--- src/rtl/rxq_flow_ctl.sv ---
module rxq_flow_ctl #(
  parameter int DEPTH = 16,
  parameter int LW = $clog2(DEPTH + 1),
  parameter int SW = $clog2(2 * DEPTH + 1)
) (
  input  logic          clk,
  input  logic          rst_n,
  input  logic [LW-1:0] fifo0_level,
  input  logic [LW-1:0] fifo1_level,
  input  logic [SW-1:0] high_mark,
  input  logic [SW-1:0] low_mark,
  input  logic          fc_ack,
  output logic          fc_req,
  output logic          fc_pause,
  output logic          throttle_on,
  input  logic          peer_rx_pause,
  input  logic          peer_rx_cont,
  input  logic          byte_tick,
  input  logic          peer_has_data,
  output logic          peer_paused,
  output logic          slot_idle,
  output logic          slot_data
);

  logic [SW-1:0] fill;
  logic          go_pause, go_cont, armed;

  assign fill     = SW'(fifo0_level) + SW'(fifo1_level);
  assign go_pause = !fc_req && !throttle_on && (fill >= high_mark);
  assign go_cont  = !fc_req &&  throttle_on && (fill <= low_mark);

  always_ff @(posedge clk) begin
    if (!rst_n) begin
      throttle_on <= 1'b0;
      fc_req      <= 1'b0;
      fc_pause    <= 1'b0;
    end else if (go_pause) begin
      throttle_on <= 1'b1;
      fc_req      <= 1'b1;
      fc_pause    <= 1'b1;
    end else if (go_cont) begin
      throttle_on <= 1'b0;
      fc_req      <= 1'b1;
      fc_pause    <= 1'b0;
    end else if (fc_ack) begin
      fc_req      <= 1'b0;
    end
  end

  always_ff @(posedge clk) begin
    if (!rst_n) begin
      armed       <= 1'b0;
      peer_paused <= 1'b0;
    end else if (peer_rx_cont) begin
      armed       <= 1'b0;
      peer_paused <= 1'b0;
    end else begin
      if (armed && byte_tick) peer_paused <= 1'b1;
      if (peer_rx_pause)      armed <= 1'b1;
      else if (byte_tick)     armed <= 1'b0;
    end
  end

  assign slot_idle = byte_tick && (peer_paused || !peer_has_data);
  assign slot_data = byte_tick && !peer_paused && peer_has_data;

endmodule

--- config.mk ---
export PLATFORM = sky130hd
export DESIGN_NAME = rxq_flow_ctl
export DESIGN_NICKNAME = d
export VERILOG_FILES = /design/src/rtl/rxq_flow_ctl.sv
export SDC_FILE = /design/constraint.sdc
export NUM_CORES = 1
export LEC_CHECK = 0
export BUFFER_PORTS_ARGS = -buffer_cell sky130_fd_sc_hd__buf_2
export CAP_MARGIN = 20
export CORE_MARGIN = 2
export CORE_UTILIZATION = 41
export CTS_BUF_LIST = sky130_fd_sc_hd__clkbuf_4 sky130_fd_sc_hd__clkbuf_8
export DETAILED_ROUTE_END_ITERATION = 10
export HOLD_SLACK_MARGIN = 0.08
export MAX_ROUTING_LAYER = met4
export PLACE_DENSITY = 0.8
export SLEW_MARGIN = 15
export SYNTH_ARGS = -nofsm -noshare
export SYNTH_HDL_FRONTEND = slang
export SYNTH_SLANG_ARGS = --single-unit
--- constraint.sdc ---
create_clock -name clk -period 2.9 [get_ports clk]
set_input_delay 0.87 -clock clk [delete_from_list [all_inputs] [get_ports clk]]
set_output_delay 0.87 -clock clk [all_outputs]
set_load 0.05 [all_outputs]
==> results of run 1 <==
worst max-delay path, cell delays in order:
cell     delay [ps]
buf_6           100
ha_4            150
fa_2            360
a21o_1          210
a21oi_2         190
xnor2_2          90
ha_1            310
and4_4          230
o21ai_2          60
a32oi_2         190
nor3b_1          80
o31a_1          240
how the worst max path moves through the flow:
stage | from | slack, ps | depth (start not counted) | to
6_report | fifo0_level[0] | -90 | 12 | fc_req
5_1_grt | fifo0_level[0] | -170 | 12 | fc_req
4_1_cts | fifo0_level[0] | -40 | 12 | fc_req
3_5_place_dp | fifo0_level[0] | -320 | 12 | fc_req
3_3_place_gp | fifo0_level[1] | -210 | 13 | fc_req
2_1_floorplan | fifo0_level[0] | -60 | 11 | fc_req
flip-flops by register name, indices dropped and copies added, names as in the netlist:
signal	cells
fc_req	1
peer_paused	1
armed	1
throttle_on	1
final cells by class:
| class | count | area share [%] |
|---|---|---|
| sequential | 4 | 8.184 |
| tap | 16 | 2.046 |
| multi-input combinational | 56 | 56.14 |
| timing repair buffer | 44 | 26.34 |
| inverter | 13 | 4.987 |
| clock buffer | 3 | 2.302 |
kinds of logic (layout without fill, tap and decap cells):
logic type / Yosys count / after routing
AOI/OAI and AO/OA: 20 / 20
and+or+nand+nor: 14 / 14
adders and majority gates: 19 / 19
xor gates and xnor gates: 3 / 3
buffers and inverters: 14 / 60
DFF: 4 / 4
repair_timing:
action	in CTS	in global routing
pin swaps	3	1
gates cloned	0	0
endpoints found under the setup margin	2	2
resized for setup	1	6
setup buffers	0	0
endpoints found under the hold margin	0	0
stage by stage:
stage	util [%]	instance area, um^2	cells	hold WS (ps)	setup TNS (ps)
floorplan	-	670.6	74	451.4	-60.19
global placement	61.63	928.4	133	472.4	-385.9
detailed placement	61.63	928.4	133	488.6	-556.7
CTS	63.37	954.7	136	496.2	-42.62
global route	64.95	978.4	136	526.9	-254.5
finish	64.95	978.4	136	490.9	-86.67
where the power goes:
part / internal (mW) / leakage (nW) / switching [mW]
sequential: 0.0632 / 0.0328 / 0.0104
combinational: 0.119 / 0.516 / 0.132
clock: 0.0463 / 0.0138 / 0.0234
total: 0.229 / 0.562 / 0.166
cells in the final DEF (no fill, tap or decap), types with 4 or more instances in the layout:
| cell type | count |
|---|---|
| buf_2 | 32 |
| buf_4 | 10 |
| inv_1 | 13 |
| dfxtp_1 | 4 |
| ha_1 | 17 |
routing by layer:
layer  GRT usage [%]  part of all wire, %  vias up
li1                -                    -      353
met1           18.50                   37      330
met2           37.65                   55       24
met3           5.000                  4.8        8
met4           9.091                  3.4        0
met5               -                    0        -
==> impl_metrics.json, run 1 <==
{
  "status": "finished with violations",
  "violations": "negative setup slack",
  "cts_sinks": 4,
  "reg2reg_setup_slack_ps": 1920,
  "yosysUniqueCellTypes": 26,
  "r2r_end": "fc_req",
  "portBuffers": 34,
  "synth_top_family_by_area": "adder cells",
  "p_per_area_nw_per_um2": 403.8,
  "antenna_found_initial": 0,
  "reg2reg_from": "throttle_on",
  "final_nets": 170,
  "avgSynthCellArea_um2": 8.809,
  "cp.required_ps": 3030,
  "yosysTopAreaCell": "ha_1",
  "r2r_cells": 2,
  "grt_first_pass_wirelength_um": 2794,
  "cts_made_buffers": 3,
  "synthXorXnorAreaFrac_pct": 4.031,
  "gp_congestion": 0.7785,
  "clock_latency_ps": 230,
  "dr.first_iter.drc_count": 6,
  "nFillCells": 123,
  "finalHoldViolations": 0,
  "route.detailed.drc": 0,
  "viasPerCell": 5.257,
  "min_path_cells": 2,
  "die_h_um": 43.88,
  "multi_input_area_um2": 549.3,
  "ys_ff_latch": 4,
  "via_count": 715,
  "row_count": 14,
  "core_um2": 1506,
  "crit_type": "primary input to flop",
  "tightest_slew_ps": 328.9,
  "drv_slew": 0,
  "gr-total-overflow": 0,
  "hold_start": "armed",
  "synth_mux_area_share_pct": 0,
  "clockBufferDepth": 2,
  "antenna_cells": 0,
  "min_period_ps": 2987,
  "grtUsageTotal_pct": 20.00,
  "critPathMaxFanout": 2,
  "yosys.area_share.simple_pct": 13.24,
  "area_delta_synth_final_pct": 50.10,
  "cts-root-buf": "clkbuf_4",
  "synth_warnings": 0,
  "yosys-top-cells-area": "ha_1, dfxtp_1, inv_1, a21oi_1, a21o_1",
  "ys.flop_type": "dfxtp_1",
  "ir_worst_vdd_v": 0.0002743,
  "io_pins": 35,
  "holdPathEnd": "peer_paused",
  "synth_nets": 122,
  "place_ws_ps": -322.3,
  "fin_crit_sh_pct": 103.0,
  "grt_max_degree": 6,
  "netlist.area_leader.share_pct": 34.55,
  "hpwl_um": 1417,
  "wl_per_cell_um": 12.76,
  "grt_pass1_vias": 735,
  "synth_fa_ha_area_share_pct": 37.62,
  "cts_hold_buf": 0,
  "seq_area_um2": 80.08,
  "arrival_ps": 3110,
  "max_slew_margin_pct": 78.03,
  "critPathLaunchType": "primary input",
  "p_leak_nw": 0.5624,
  "totalWireLength_um": 1735,
  "synth_cells": 74,
  "fp.dieW_um": 43.88,
  "layout-drive-gt1-share_pct": 49.17,
  "synth-compound-area-share_pct": 24.18,
  "worst_slack_ps": -86.67,
  "htree_levels": 1,
  "synth_area_um2": 651.9,
  "fin_worst_skew_ps": 0.02824,
  "async_flop_share_pct": 0,
  "rsz0062_at_grt": "yes",
  "clkTransAtPathRegs_ps": 40,
  "maxCapViolCount": 0,
  "yosysMostFrequentCell": "ha_1",
  "ant_nets": 0,
  "dr.pass1.iters": 4,
  "fmax_mhz": 334.8,
  "synth.top_cells.by_count": "ha_1, inv_1, a21oi_1",
  "die-area_um2": 1925,
  "start_util_pct": 43.27,
  "power.total_mw": 0.3951,
  "cts_tree": "done",
  "hp-class": "flop to flop",
  "finalSetupViolCount": 1,
  "synth_edf_count": 0,
  "critPathCaptureType": "flop",
  "yosysSeqAreaShare_pct": 12.28
}
Note: power is estimated with default switching activity, not from simulation.
==> inputs of run 2 (changes only) <==
--- a/config.mk
+++ b/config.mk
@@ -13,7 +13,7 @@
 export DETAILED_ROUTE_END_ITERATION = 10
 export HOLD_SLACK_MARGIN = 0.08
 export MAX_ROUTING_LAYER = met4
-export PLACE_DENSITY = 0.8
+export PLACE_DENSITY_LB_ADDON = 0.3
 export SLEW_MARGIN = 15
 export SYNTH_ARGS = -nofsm -noshare
 export SYNTH_HDL_FRONTEND = slang
==> run 2 against run 1 <==
The flow now finishes without violations. Fmax is 3.3% higher. Register-to-register slack hardly changed. Clock-buffer cell count stayed put. Total power is 0.49% lower. Worst setup slack better by 97 ps. Critical endpoint unchanged.
==> impl_metrics.json, run 2 (synthesis results as in run 1) <==
{
  "maxCapViolCount": 0,
  "layout-drive-gt1-share_pct": 50.83,
  "io_pins": 35,
  "max_slew_margin_pct": 77.00,
  "place_ws_ps": -288.4,
  "start_util_pct": 43.27,
  "nFillCells": 141,
  "rsz0062_at_grt": "yes",
  "fin_worst_skew_ps": 0.03339,
  "route.detailed.drc": 0,
  "grtUsageTotal_pct": 18.17,
  "critPathLaunchType": "primary input",
  "clkTransAtPathRegs_ps": 40,
  "antenna_cells": 0,
  "reg2reg_setup_slack_ps": 1930,
  "htree_levels": 1,
  "min_period_ps": 2890,
  "clock_latency_ps": 240,
  "finalSetupViolCount": 0,
  "cts_made_buffers": 3,
  "layout_commonest_cell": "buf_2",
  "hpwl_um": 1280,
  "worst_slack_ps": 10.11,
  "area_delta_synth_final_pct": 48.94,
  "p_leak_nw": 0.5563,
  "status": "completed",
  "grt_first_pass_wirelength_um": 2490,
  "ant_nets": 0,
  "die_h_um": 43.88,
  "grt_use_met2_pct": 30.88,
  "critPathMaxFanout": 2,
  "arrival_ps": 3020,
  "layout_common_cells": "buf_2, ha_1, inv_1",
  "die-area_um2": 1925,
  "gr-total-overflow": 0,
  "met3_usage_pct": 5.000,
  "cts_setup_buffers": 0,
  "wl_per_cell_um": 10.76,
  "hp-class": "flop to flop",
  "core_um2": 1506,
  "ir_worst_vdd_v": 0.0002393,
  "tightest_slew_ps": 344.3,
  "via_count": 653,
  "clockBufferDepth": 2,
  "min_path_cells": 2,
  "fin_crit_sh_pct": 99.65,
  "row_count": 14,
  "viasPerCell": 4.801,
  "finalHoldViolations": 0,
  "top_usage_layer": "met2",
  "critPathCaptureType": "flop",
  "totalWireLength_um": 1464,
  "grt_pass1_vias": 641,
  "grt_util_met1_pct": 19.00,
  "crit_type": "primary input to flop",
  "dr.pass1.iters": 4,
  "fp.dieW_um": 43.88,
  "utilization_pct": 64.45,
  "dr.first_iter.drc_count": 2,
  "portBuffers": 34,
  "r2r_cells": 2,
  "grt_max_degree": 6,
  "stdcell_count": 136,
  "p_per_area_nw_per_um2": 405.0,
  "cts_hold_buf": 0,
  "dpl.cell_count": 133,
  "cp.required_ps": 3030,
  "fmax_mhz": 346.0,
  "gp_congestion": 0.7661,
  "final_nets": 170,
  "cts_tree": "done",
  "drv_slew": 0,
  "antenna_found_initial": 0,
  "cts_sinks": 4,
  "power.total_mw": 0.3932,
  "cts-root-buf": "clkbuf_4"
}
[run 2: cell counts in the layout (fill, tap and decap cells not counted)]
Identical to the previous run, type by type.
[run 2: through the flow]
step                instance area [um^2]  setup TNS (ps)  hold slack (ps)
global route                       970.9          -84.05            570.2
finish                             970.9               0            489.8
global placement                   928.4          -436.6            466.1
detailed placement                 928.4          -488.4            484.4
floorplan                          670.6          -60.19            451.4
CTS                                964.7               0            493.7
[run 2: final timing paths]
| kind | to | from |
|---|---|---|
| max | fc_req | fifo0_level[0] |
| min | peer_paused | peer_paused |
| max reg2reg | fc_req | throttle_on |
| min reg2reg | peer_paused | peer_paused |
[run 2: layout make-up]
class / count / area, um^2 / share of cell area (%)
tap: 16 / 20.02 / 2.062
multi-input combinational: 56 / 554.3 / 57.09
clock buffer: 3 / 22.52 / 2.320
timing repair buffer: 44 / 245.2 / 25.26
sequential: 4 / 80.08 / 8.247
inverter: 13 / 48.80 / 5.026
[run 2: per-layer routing]
layer	share of wire (%)	vias to the layer above
met1	42	276
met5	0	-
met4	1.9	0
li1	-	350
met2	50	23
met3	5.4	4
[run 2: what timing repair did]
item / CTS / global route
pin swaps: 7 / 0
setup endpoints to repair: 1 / 2
resized for setup: 3 / 2
[run 2: worst max-delay path, cell delays in order]
cell,delay (ps)
buf_2,120
ha_4,150
fa_2,330
a21o_1,180
a21oi_2,150
xnor2_1,90
ha_1,300
and4_4,220
o21ai_2,60
a32oi_2,220
nor3b_2,70
o31a_1,240
[run 2: power breakdown]
group,switching [mW],internal (mW)
logic,0.129,0.117
clock network,0.0272,0.0466
registers,0.0100,0.0632
